[config.mk]
export PLATFORM = sky130hd
export DESIGN_NAME = nand_col_pointer
export DESIGN_NICKNAME = d
export VERILOG_FILES = /design/src/rtl/nand_ptr_pkg.sv /design/src/rtl/ptr_cmd_decode.sv /design/src/rtl/ptr_area_reg.sv /design/src/rtl/ptr_col_counter.sv /design/src/rtl/nand_col_pointer.sv
export SDC_FILE = /design/constraint.sdc
export NUM_CORES = 1
export LEC_CHECK = 0
export BUFFER_PORTS_ARGS = -buffer_cell sky130_fd_sc_hd__buf_2
export CAP_MARGIN = 20
export CORE_UTILIZATION = 30
export DETAILED_ROUTE_END_ITERATION = 10
export HOLD_SLACK_MARGIN = 0.03
export SYNTH_ARGS = -nofsm -noshare
export SYNTH_HDL_FRONTEND = slang
export SYNTH_SLANG_ARGS = --single-unit
[constraint.sdc]
create_clock -name clk -period 2.95 [get_ports clk]
set_clock_uncertainty 0.15 [all_clocks]
set_input_delay 0.1475 -clock clk [delete_from_list [all_inputs] [get_ports clk]]
set_output_delay 0.1475 -clock clk [all_outputs]
set_load 0.05 [all_outputs]
[src/rtl/nand_ptr_pkg.sv]
package nand_ptr_pkg;

  typedef enum logic [1:0] {
    AREA_LOW   = 2'd0,
    AREA_HIGH  = 2'd1,
    AREA_SPARE = 2'd2
  } area_e;

  localparam logic [7:0] CMD_SEL_LOW   = 8'h00;
  localparam logic [7:0] CMD_SEL_HIGH  = 8'h01;
  localparam logic [7:0] CMD_SEL_SPARE = 8'h50;
  localparam logic [7:0] CMD_RESET     = 8'hFF;

endpackage

[src/rtl/ptr_cmd_decode.sv]
module ptr_cmd_decode
  import nand_ptr_pkg::*;
(
  input  logic       cmd_valid,
  input  logic [7:0] cmd_code,
  output logic       sel_valid,
  output area_e      sel_area,
  output logic       rst_cmd
);

  always_comb begin
    sel_valid = 1'b0;
    sel_area  = AREA_LOW;
    rst_cmd   = 1'b0;
    if (cmd_valid) begin
      case (cmd_code)
        CMD_SEL_LOW: begin
          sel_valid = 1'b1;
          sel_area  = AREA_LOW;
        end
        CMD_SEL_HIGH: begin
          sel_valid = 1'b1;
          sel_area  = AREA_HIGH;
        end
        CMD_SEL_SPARE: begin
          sel_valid = 1'b1;
          sel_area  = AREA_SPARE;
        end
        CMD_RESET: begin
          sel_valid = 1'b1;
          sel_area  = AREA_LOW;
          rst_cmd   = 1'b1;
        end
        default: ;
      endcase
    end
  end

endmodule

[src/rtl/ptr_area_reg.sv]
module ptr_area_reg
  import nand_ptr_pkg::*;
(
  input  logic  clk,
  input  logic  rst,
  input  logic  sel_valid,
  input  area_e sel_area,
  input  logic  consume,
  output area_e area_q
);

  always_ff @(posedge clk) begin
    if (rst) begin
      area_q <= AREA_LOW;
    end else if (sel_valid) begin
      area_q <= sel_area;
    end else if (consume && area_q == AREA_HIGH) begin
      area_q <= AREA_LOW;
    end
  end

  // the upper-half pointer lasts for one address load only
  a_r3_high_reverts : assert property (@(posedge clk) disable iff (rst)
    (consume && !sel_valid && area_q == AREA_HIGH) |=> (area_q == AREA_LOW));

  // the spare selection lands on area code 2
  a_r4_spare_select : assert property (@(posedge clk) disable iff (rst)
    (sel_valid && sel_area == AREA_SPARE) |=> (area_q == AREA_SPARE));

  // a persistent selection is not disturbed by an address load
  a_r2_low_sticky : assert property (@(posedge clk) disable iff (rst)
    (!sel_valid && area_q != AREA_HIGH) |=> $stable(area_q));

endmodule

[src/rtl/ptr_col_counter.sv]
module ptr_col_counter
  import nand_ptr_pkg::*;
#(
  parameter int HALF_COLS  = 256,
  parameter int SPARE_COLS = 16,
  parameter int ADDR_W     = $clog2(HALF_COLS),
  parameter int COL_W      = $clog2(2 * HALF_COLS + SPARE_COLS)
) (
  input  logic              clk,
  input  logic              rst,
  input  logic              clear,
  input  logic              load,
  input  logic [ADDR_W-1:0] load_byte,
  input  area_e             area,
  input  logic              adv,
  output logic [COL_W-1:0]  col_q,
  output logic              page_end_q
);

  localparam int SPARE_W   = $clog2(SPARE_COLS);
  localparam int PAGE_COLS = 2 * HALF_COLS + SPARE_COLS;
  localparam logic [COL_W-1:0] LAST_COL   = COL_W'(PAGE_COLS - 1);
  localparam logic [COL_W-1:0] BASE_HIGH  = COL_W'(HALF_COLS);
  localparam logic [COL_W-1:0] BASE_SPARE = COL_W'(2 * HALF_COLS);

  logic [COL_W-1:0] base;
  logic [COL_W-1:0] offset;
  logic             at_last;

  always_comb begin
    case (area)
      AREA_HIGH:  base = BASE_HIGH;
      AREA_SPARE: base = BASE_SPARE;
      default:    base = '0;
    endcase
  end

  // spare field keeps only the low bits of the byte
  always_comb begin
    if (area == AREA_SPARE)
      offset = {{(COL_W-SPARE_W){1'b0}}, load_byte[SPARE_W-1:0]};
    else
      offset = {{(COL_W-ADDR_W){1'b0}}, load_byte};
  end

  assign at_last = (col_q == LAST_COL);

  always_ff @(posedge clk) begin
    if (rst) begin
      col_q      <= '0;
      page_end_q <= 1'b0;
    end else begin
      page_end_q <= 1'b0;
      if (clear) begin
        col_q <= '0;
      end else if (load) begin
        col_q <= base + offset;
      end else if (adv) begin
        if (at_last) begin
          col_q      <= base;
          page_end_q <= 1'b1;
        end else begin
          col_q <= col_q + COL_W'(1);
        end
      end
    end
  end

  // a strobe below the last column adds exactly one
  a_r5_step_one : assert property (@(posedge clk) disable iff (rst)
    (adv && !clear && !load && col_q != LAST_COL) |=> (col_q == $past(col_q) + COL_W'(1)));

  // the end strobe is a single-cycle pulse
  a_r6_single_pulse : assert property (@(posedge clk) disable iff (rst)
    page_end_q |=> !page_end_q);

  // the column never leaves the page
  a_r4_in_page : assert property (@(posedge clk) disable iff (rst)
    col_q <= LAST_COL);

endmodule

[src/rtl/nand_col_pointer.sv]
module nand_col_pointer
  import nand_ptr_pkg::*;
#(
  parameter int HALF_COLS  = 256,
  parameter int SPARE_COLS = 16,
  parameter int ADDR_W     = $clog2(HALF_COLS),
  parameter int COL_W      = $clog2(2 * HALF_COLS + SPARE_COLS)
) (
  input  logic              clk,
  input  logic              rst,
  input  logic              cmd_valid,
  input  logic [7:0]        cmd_code,
  input  logic              addr_valid,
  input  logic [ADDR_W-1:0] addr_byte,
  input  logic              rd_advance,
  output logic [COL_W-1:0]  col_idx,
  output logic [1:0]        area_sel,
  output logic              page_end
);

  logic  sel_valid;
  area_e sel_area;
  logic  rst_cmd;
  area_e area_q;
  logic  load_en;
  logic  adv_en;
  logic  clear_en;

  // command beats address, address beats read strobe
  assign load_en  = addr_valid && !cmd_valid;
  assign adv_en   = rd_advance && !cmd_valid && !addr_valid;
  assign clear_en = rst_cmd;

  ptr_cmd_decode u_dec (
    .cmd_valid (cmd_valid),
    .cmd_code  (cmd_code),
    .sel_valid (sel_valid),
    .sel_area  (sel_area),
    .rst_cmd   (rst_cmd)
  );

  ptr_area_reg u_area (
    .clk       (clk),
    .rst       (rst),
    .sel_valid (sel_valid),
    .sel_area  (sel_area),
    .consume   (load_en),
    .area_q    (area_q)
  );

  ptr_col_counter #(
    .HALF_COLS  (HALF_COLS),
    .SPARE_COLS (SPARE_COLS),
    .ADDR_W     (ADDR_W),
    .COL_W      (COL_W)
  ) u_col (
    .clk        (clk),
    .rst        (rst),
    .clear      (clear_en),
    .load       (load_en),
    .load_byte  (addr_byte),
    .area       (area_q),
    .adv        (adv_en),
    .col_q      (col_idx),
    .page_end_q (page_end)
  );

  assign area_sel = area_q;

endmodule

==> out/results.ini, run 1 <==
[outcome]
status = complete, no violations

[global_route]
grt_pass1_vias = 938
grt_pass1_wl_um = 4150
grt_overflow_total = 0
antenna_found_initial = 0
grt_max_degree = 13
groute.usage.overall_pct = 16.4

[detailed_routing]
antenna_left = 0
wire_per_inst_um = 14.8
first_iter_violations = 37
num_vias = 1004
drc_errors = 0
routed_wl_um = 2560
via_per_inst = 5.80
firstDrtPassIters = 4

[logic_synthesis]
synthCells = 103
synth-seq-cells = 13
synth_warnings = 0
netlist_area_um2 = 891
synth.yosys.seq_area_share_pct = 29.2
synth_nets = 125
yosysUniqueCellTypes = 44
synth_adder_area_share_pct = 1.40
synth-edff-count = 0
synthSimpleGateAreaFrac_pct = 34.4
synth_compound_area_share_pct = 30.6
synth_xor_area_share_pct = 0
synthFlopType = dfxtp_1
synth_top_family_by_area = simple AND/OR/NAND/NOR gates
async_reset_ff_share_pct = 0
syn_avg_cell_area_um2 = 8.65
synth.area.mux_share_pct = 1.12

[power]
p_per_area_nw_per_um2 = 366
peakVddDrop_mv = 0.221
p_leak_nw = 0.448

[die]
die_w_um = 56.5
core_um2 = 2780
start_util_pct = 32.0
io_pins = 34
dieArea_um2 = 3190
chipHeight_um = 56.5
placementRows = 19

[final_layout]
post-route-util_pct = 41.5
num_antenna_cells = 0
nFillCells = 303
final-seq-area_um2 = 260
multiInputGateArea_um2 = 602
area_growth_syn_to_layout_pct = 29.5
drive_gt1_share_pct = 32.4
finalNonFillerCells = 173
final_common_cell = buf_2
final_net_count = 165
layout_common_cells = buf_2, dfxtp_1, a21oi_1, nor2_1, nand3_1

[timing]
period_needed_ns = 1.86
slew_violations = 0
max_slew_margin_pct = 48.3
period_share_pct = 63.2
finalSetupViolations = 0
rsz0062_at_grt = no
finalSetupTns_ns = 0
hold_violations = 0
fmax_mhz = 536
worst_slew_pin_slew_ns = 0.774

[cts]
clock_path_buffers = 2
cts_hold_buf = 5
insertion_delay_ns = 0.27
tritoncts = built
htree_levels = 1
numCtsBuffers = 3
root_buffer = clkbuf_4
cts_sinks = 13
cts_resized = 0
postCtsSetupRepairBufs = 0
clk_pin_slew_worst_paths_ns = 0.08

[place]
io_buffers = 33
post-place-cells = 164
routabilityCongestion = 0.776
dp_hpwl_um = 1900

[run]
drv_cap = 0

[worst_setup_path]
crit_path_end_kind = flop
slowest_stage = dlygate4sd3_1
path_delay_family = buffers and inverters
crit_buf_inv = 3
crit_chain = dlygate4sd3_1 -> buf_2 -> nand3_1 -> or3_1 -> nand3_1 -> a21oi_1 -> dlygate4sd3_1
worstSetupStartpointType = input port
crit_fanout = 4
r2r_setup_slack_ns = 1.14
crit_type = in2reg
critPathRequiredTime_ns = 2.97
critPathArrivalTime_ns = 1.88
cpPeakStageDelay_ns = 0.54

[worst_hold_path]
hold_path.class = in2reg

stage by stage:
stage | worst slack, ns | power, W | hold WS [ns] | area [um^2]
global placement | 1.22 | 0.000307 | 0.190 | 1080
global route | 1.04 | 0.000448 | 0.0398 | 1150
CTS | 1.10 | 0.000425 | 0.0357 | 1150
floorplan | 0.998 | 0.000274 | 0.0666 | 891
detailed placement | 1.16 | 0.000309 | 0.192 | 1080
finish | 1.09 | 0.000422 | 0.0377 | 1150
layout make-up:
class / instances / area share (%)
Inverter: 3 / 0.976
Timing Repair Buffer: 38 / 18.7
Sequential cell: 13 / 22.6
Tap cell: 31 / 3.36
Clock buffer: 4 / 2.28
Multi-Input combinational cell: 84 / 52.2
metal layers:
| layer | up-vias | wire (um) | GRT usage, % |
|---|---|---|---|
| met1 | 475 | 1180 | 19.6 |
| li1 | 490 | - | - |
| met5 | - | 0 | 0 |
| met2 | 37 | 1220 | 29.2 |
| met3 | 2 | 133 | 3.00 |
| met4 | 0 | 21 | 5.23 |
power breakdown:
| part | total, W | leakage, nW | internal [W] | switching (W) |
|---|---|---|---|---|
| clock | 0.000112 | 0.0150 | 0.0000523 | 0.0000601 |
| combinational | 0.000111 | 0.327 | 0.0000420 | 0.0000689 |
| sequential | 0.000199 | 0.106 | 0.000183 | 0.0000154 |
worst min-delay path, stage by stage:
cell and delay (ns):
buf_2 0.08, a22oi_1 0.06, a21oi_1 0.14
cell usage after synthesis (2+ instances only):
master      n  share of area (%)
o21ai_0     2                1.1
buf_2       2                1.1
a21oi_1     9                5.1
nand3_1     8                4.5
dfxtp_1    13                 29
nor2_1      8                3.4
nand3b_1    2                1.7
nor2b_1     3                2.1
nand4b_1    4                3.9
nor3_1      3                1.7
nand4_1     2                1.4
a221oi_1    3                2.9
nand2_1     2               0.84
o21ba_2     2                2.2
nor4_1      3                2.1
or3_1       3                2.1
a22oi_1     4                3.4
inv_1       3                1.3
a2111oi_2   2                3.4
sequential cells by signal, indices dropped and copies added (netlist names):
name              flops
u_area.area_q         2
u_col.col_q          10
u_col.page_end_q      1
logic make-up (layout without fill, tap and decap cells):
| group | after synthesis | count (layout) |
|---|---|---|
| adders and majority gates | 1 | 1 |
| AOI/OAI and AO/OA | 35 | 35 |
| DFF | 13 | 13 |
| buffers and inverters | 6 | 45 |
| muxes | 1 | 1 |
| and+or+nand+nor | 47 | 47 |
path summary, 6_finish.rpt:
path | cells after the start | from | endpoint
setup reg to reg | 5 | u_col.col_q[0] | u_col.col_q[7]
hold / removal | 3 | addr_byte[0] | u_col.col_q[0]
hold reg to reg | 2 | u_area.area_q[0] | u_area.area_q[0]
setup / recovery | 7 | cmd_code[0] | u_area.area_q[1]
Power figures use the tool's default switching activity.
==> run 2, diff against run 1 <==
--- a/config.mk
+++ b/config.mk
@@ -5,6 +5,7 @@
 export SDC_FILE = /design/constraint.sdc
 export NUM_CORES = 1
 export LEC_CHECK = 0
+export ABC_AREA = 1
 export BUFFER_PORTS_ARGS = -buffer_cell sky130_fd_sc_hd__buf_2
 export CAP_MARGIN = 20
 export CORE_UTILIZATION = 30
==> constraint.sdc (replaced) <==
create_clock -name clk -period 1.5 [get_ports clk]
set_clock_uncertainty 0.15 [all_clocks]
set_input_delay 0.075 -clock clk [delete_from_list [all_inputs] [get_ports clk]]
set_output_delay 0.075 -clock clk [all_outputs]
set_load 0.05 [all_outputs]
==> run 2 against run 1 <==
  * Power grew 120%
  * Global-route usage up 2.3 points
  * Via count rose by 20%
==> out/results.ini, run 2 <==
[cts]
clock_path_buffers = 2  ; unchanged
htree_levels = 1  ; unchanged
cts_sinks = 13  ; unchanged
clk_pin_slew_worst_paths_ns = 0.09  ; about the same
numCtsBuffers = 3  ; unchanged
root_buffer = clkbuf_4
tritoncts = built
insertion_delay_ns = 0.28  ; about the same

[die]
chipHeight_um = 59.6  ; +5.5%
core_um2 = 3100  ; +12%
dieArea_um2 = 3550  ; +11%
die_w_um = 59.6  ; +5.5%
placementRows = 20  ; +1
start_util_pct = 32.1  ; about the same
io_pins = 34  ; unchanged

[logic_synthesis]
synthCells = 154  ; +50%
synth_warnings = 0  ; unchanged
synth_area_leaders = dfxtp_1, nand2_1, a21oi_1, nor2_1, nand3_1
synthFlopType = dfxtp_1
synth.top_cell.area_share_pct = 26.2  ; -3.0 points
synth_most_common_cell = nand2_1
async_reset_ff_share_pct = 0  ; unchanged
synth-edff-count = 0  ; unchanged
synth_common_cells = nand2_1, nor2_1, inv_1, a21oi_1, dfxtp_1
syn_avg_cell_area_um2 = 6.46  ; -25%
synth-seq-cells = 13  ; unchanged
synth.yosys.seq_area_share_pct = 26.2  ; -3.0 points
yosysTopAreaCell = dfxtp_1
synth_nets = 176  ; +41%
yosysUniqueCellTypes = 28  ; -36%
netlist_area_um2 = 995  ; +12%

[worst_setup_path]
crit_fanout = 6  ; +2
r2r_cells = 9  ; +4
crit_end = u_col.col_q[9]
rr_startpoint = u_col.col_q[1]
crit_path_end_kind = flop
r2r_setup_slack_ns = 0.04  ; -1.10 ns
critPathRequiredTime_ns = 1.56  ; -1.41 ns
critPathArrivalTime_ns = 1.52  ; -0.36 ns
worstSetupStartpointType = flop
crit_start = u_col.col_q[1]
rr_endpoint = u_col.col_q[9]
crit_type = reg2reg

[power]
peakVddDrop_mv = 0.210  ; -4.9%
p_total_w = 0.000944  ; +120%
p_per_area_nw_per_um2 = 646  ; +77%
p_leak_nw = 0.705  ; +57%

[global_route]
grt_overflow_total = 0  ; unchanged
grt_pass1_vias = 1124  ; +20%
grt_pass1_wl_um = 4910  ; +18%
grt_max_degree = 12  ; -1
groute.usage.overall_pct = 18.7  ; +2.3 points
antenna_found_initial = 0  ; unchanged

[detailed_routing]
num_vias = 1201  ; +20%
routed_wl_um = 3010  ; +18%
via_per_inst = 4.82  ; -17%
drc_errors = 0  ; unchanged
antenna_left = 0  ; unchanged
firstDrtPassIters = 4  ; unchanged
wire_per_inst_um = 12.1  ; -18%
first_iter_violations = 73  ; +97%

[final_layout]
layout_common_cells = nand2_1, buf_2, nor2_1, inv_1, nand3_1
final_net_count = 228  ; +38%
largestRegisters = u_col.col_q (10), u_area.area_q (2), u_col.page_end_q (1)
post-route-util_pct = 47.1  ; +5.6 points
largest_reg_flops = 10  ; unchanged
drive_gt1_share_pct = 36.6  ; +4.2 points
regMostFlops = u_col.col_q
area_growth_syn_to_layout_pct = 46.9
num_antenna_cells = 0  ; unchanged
nFillCells = 349  ; +15%
final_common_cell = nand2_1

[timing]
setup_ws_ns = 0.0409  ; -1.04 ns
finalSetupTns_ns = 0  ; unchanged
rsz0062_at_grt = yes
worst_slew_pin_slew_ns = 0.344  ; -0.430 ns
slew_violations = 0  ; unchanged
finalSetupViolations = 0  ; unchanged
fmax_mhz = 685
period_needed_ns = 1.46
period_share_pct = 97.3
hold_violations = 0  ; unchanged
max_slew_margin_pct = 76.9  ; +29 points
hold_ws_ns = 0.0775  ; +0.0398 ns

[place]
dpl_worst_slack_ns = 0.0830  ; -1.08 ns
dp_hpwl_um = 2050  ; +7.7%
routabilityCongestion = 0.826  ; +6.5%
io_buffers = 33  ; unchanged

[worst_hold_path]
hold_path.class = in2reg

[outcome]
status = complete, no violations

[run]
drv_cap = 0  ; unchanged

-- run 2: routing by layer --
metal  wire (um)  GRT usage [%]
met1        1370           22.6
met2        1420           32.7
met3         192           2.62
met4          27           7.97
met5           0              0
-- run 2: logic make-up after synthesis --
kind of cell,Yosys count,synth area share (%)
buf+inv,23,8.80
simple gates,85,42.5
flops,13,26.2
fa+ha+maj,1,1.26
xor+xnor,2,1.76
compound gates,30,19.5
-- run 2: where the power goes --
group / switching (W) / total [W] / internal (W)
Combinational: 0.000204 / 0.000316 / 0.000111
Clock: 0.000124 / 0.000227 / 0.000103
Sequential: 0.0000326 / 0.000402 / 0.000369
Total: 0.000360 / 0.000944 / 0.000584
-- run 2: stage by stage --
stage | instances | cell area [um^2]
6_report | 249 | 1460
5_1_grt | 249 | 1460
4_1_cts | 247 | 1390
3_5_place_dp | 232 | 1250
3_3_place_gp | 232 | 1250
2_1_floorplan | 154 | 1020
-- run 2: worst min-delay path by stage --
stage,cells past startpoint,slack [ns],start,end
2_1_floorplan,2,0.08,rd_advance,u_col.page_end_q
3_3_place_gp,3,0.22,addr_byte[3],u_col.col_q[3]
3_5_place_dp,3,0.22,addr_byte[3],u_col.col_q[3]
4_1_cts,6,0.1,cmd_code[0],u_area.area_q[1]
5_1_grt,4,0.13,rst,u_area.area_q[1]
6_report,6,0.08,cmd_code[3],u_area.area_q[1]
-- run 2: layout make-up --
class | instances | area (um^2) | area share [%]
inverters | 22 | 85.1 | 5.82
flip-flops and latches | 13 | 277 | 18.9
multi-input cells | 119 | 714 | 48.9
clock buffers | 4 | 26.3 | 1.80
well taps | 44 | 55.1 | 3.77
repair buffers | 47 | 304 | 20.8
-- run 2: worst max-delay path, cell delays in order (launching register included) --
cell	delay, ns
dfxtp_4	0.38
ha_4	0.15
nand2_4	0.06
nor2_4	0.15
nand4_4	0.11
nand2_4	0.11
inv_4	0.05
nand2_2	0.04
nand2_1	0.05
a21oi_1	0.13
-- run 2: timing repair --
action / in CTS / in global routing
buffers inserted: 0 / 1
hold buffers: 11 / 0
resized for setup: 0 / 12
endpoints found under the setup margin: 0 / 9
hold endpoints to repair: 11 / 0
==> run 3, diff against run 2 <==
--- a/config.mk
+++ b/config.mk
@@ -7,10 +7,11 @@
 export LEC_CHECK = 0
 export ABC_AREA = 1
 export BUFFER_PORTS_ARGS = -buffer_cell sky130_fd_sc_hd__buf_2
-export CAP_MARGIN = 20
+export CAP_MARGIN = 30
 export CORE_UTILIZATION = 30
 export DETAILED_ROUTE_END_ITERATION = 10
 export HOLD_SLACK_MARGIN = 0.03
+export RECOVER_POWER = 25
 export SYNTH_ARGS = -nofsm -noshare
 export SYNTH_HDL_FRONTEND = slang
 export SYNTH_SLANG_ARGS = --single-unit
==> run 3 against run 2 <==
  * Global-route usage is the same
  * Flip-flop and latch count unchanged
  * Critical path depth did not move
  * Non-clock buffer count is the same
  * Power barely moved
  * Final cell count unchanged
  * Largest power group unchanged
==> out/results.ini, run 3 (synthesis results as in run 2) <==
[outcome]
status = complete, no violations

[worst_hold_path]
min_path_cells = 6  ; unchanged
holdPathEnd = u_area.area_q[1]
worstHoldStart = cmd_code[3]
hold_path.class = in2reg

[timing]
slew_violations = 0  ; unchanged
max_slew_margin_pct = 60.1  ; -17 points
hold_violations = 0  ; unchanged
worst_slew_pin_slew_ns = 0.600  ; +0.256 ns
fmax_mhz = 687  ; +0.17%
rsz0062_at_grt = yes
period_share_pct = 97.1  ; -0.16 points
hold_ws_ns = 0.0774  ; -0.000149 ns
period_needed_ns = 1.46  ; -0.00243 ns
finalSetupViolations = 0  ; unchanged
finalSetupTns_ns = 0  ; unchanged

[final_layout]
regMostFlops = u_col.col_q
drive_gt1_share_pct = 35.6  ; -0.98 points
largestRegisters = u_col.col_q (10), u_area.area_q (2), u_col.page_end_q (1)
num_antenna_cells = 0  ; unchanged
final_common_cell = nand2_1
largest_reg_flops = 10  ; unchanged
final_net_count = 228  ; unchanged
area_growth_syn_to_layout_pct = 46.7
layout_common_cells = nand2_1, buf_2, nor2_1, inv_1, nand3_1

[die]
start_util_pct = 32.1  ; unchanged
chipHeight_um = 59.6  ; unchanged
io_pins = 34  ; unchanged
core_um2 = 3100  ; unchanged
die_w_um = 59.6  ; unchanged
dieArea_um2 = 3550  ; unchanged
placementRows = 20  ; unchanged

[cts]
clk_pin_slew_worst_paths_ns = 0.09  ; about the same
tritoncts = built
insertion_delay_ns = 0.28  ; about the same
htree_levels = 1  ; unchanged
cts_sinks = 13  ; unchanged
clock_path_buffers = 2  ; unchanged
numCtsBuffers = 3  ; unchanged
root_buffer = clkbuf_4

[global_route]
antenna_found_initial = 0  ; unchanged
groute.usage.overall_pct = 18.7  ; unchanged
grt_pass1_wl_um = 4910  ; unchanged
grt_overflow_total = 0  ; unchanged
grt_max_degree = 12  ; unchanged
grt_pass1_vias = 1124  ; unchanged

[worst_setup_path]
crit_type = reg2reg
rr_endpoint = u_col.col_q[9]
cpPeakStageDelay_ns = 0.38  ; about the same
crit_buf_inv = 1  ; unchanged
critPathArrivalTime_ns = 1.51  ; about the same
worstSetupStartpointType = flop
r2r_setup_slack_ns = 0.04  ; about the same
rr_startpoint = u_col.col_q[1]
slowest_stage = dfxtp_4
cp_common_cell = nand2_4
crit_path_end_kind = flop
crit_fanout = 6  ; unchanged
critPathRequiredTime_ns = 1.56  ; about the same
r2r_cells = 9  ; unchanged
crit_chain = ha_4 -> nand2_4 -> nor2_4 -> nand4_4 -> nand2_4 -> inv_4 -> nand2_2 -> nand2_1 -> a21oi_1
path_delay_family = simple AND/OR/NAND/NOR gates

[detailed_routing]
first_iter_violations = 95  ; +30%
firstDrtPassIters = 4  ; unchanged
wire_per_inst_um = 12.0  ; -0.43%
num_vias = 1206  ; +0.42%
drc_errors = 0  ; unchanged
antenna_left = 0  ; unchanged
via_per_inst = 4.84  ; +0.42%
routed_wl_um = 2990  ; -0.43%

[power]
p_leak_nw = 0.696  ; -1.4%
peakVddDrop_mv = 0.211  ; +0.33%
p_total_w = 0.000944  ; about the same
p_per_area_nw_per_um2 = 647  ; +0.12%

[place]
dp_hpwl_um = 2050  ; unchanged
io_buffers = 33  ; unchanged
routabilityCongestion = 0.826  ; unchanged

[run]
drv_cap = 0  ; unchanged

==> run 3: cell count changes in the layout (fill, tap and decap cells not counted), sizes merged <==
cell	delta
buf	-4
clkbuf	+4
==> run 3: routing by layer <==
metal / share of wire [%] / up-vias / global-route usage, %
met5: 0 / - / 0
met4: 0.90 / 0 / 7.97
met3: 8.2 / 2 / 2.62
met2: 48 / 49 / 32.7
met1: 43 / 531 / 22.6
li1: - / 624 / -
==> run 3: per-stage QoR <==
stage          utilization (%)  instance area, um^2  setup WS (ns)  cells
2_1_floorplan                -                 1020         0.0448    154
3_3_place_gp              40.4                 1250          0.139    232
3_5_place_dp              40.4                 1250         0.0830    232
4_1_cts                   44.8                 1390         0.0495    247
5_1_grt                   47.0                 1460        -0.0456    249
6_report                  47.0                 1460         0.0434    249
==> run 3: what timing repair did <==
item	4_1_cts	5_1_grt
buffers inserted	0	1
resized for setup	0	12
endpoints found under the setup margin	0	9
hold buffers	11	0
endpoints found under the hold margin	11	0
==> run 3: area by class of cell <==
class	count	area, um^2
tap	44	55.1
inverter	22	85.1
timing repair buffer	47	302
multi-input combinational	119	714
clock buffer	4	26.3
fill	350	1640
sequential	13	277
==> run 3: worst max path at each step <==
stage,start,endpoint,slack [ns],cells past startpoint
floorplan,u_col.col_q[0],u_col.col_q[8],0.04,8
global placement,u_col.col_q[0],u_col.col_q[9],0.14,9
detailed placement,u_col.col_q[0],u_col.col_q[8],0.08,9
CTS,u_col.col_q[0],u_col.col_q[8],0.05,9
global route,u_col.col_q[1],u_col.col_q[9],-0.05,9
finish,u_col.col_q[1],u_col.col_q[9],0.04,9
==> run 3: worst min-delay path, delay by kind of cell <==
kind	cells	cell delay, ns
compound gates	1	0.09
buf+inv	1	0.10
simple gates	4	0.20
==> run 3: power by group <==
| part | internal, W | total (W) | switching [W] |
|---|---|---|---|
| logic | 0.000111 | 0.000314 | 0.000203 |
| clock network | 0.000103 | 0.000228 | 0.000124 |
| registers | 0.000369 | 0.000402 | 0.0000328 |
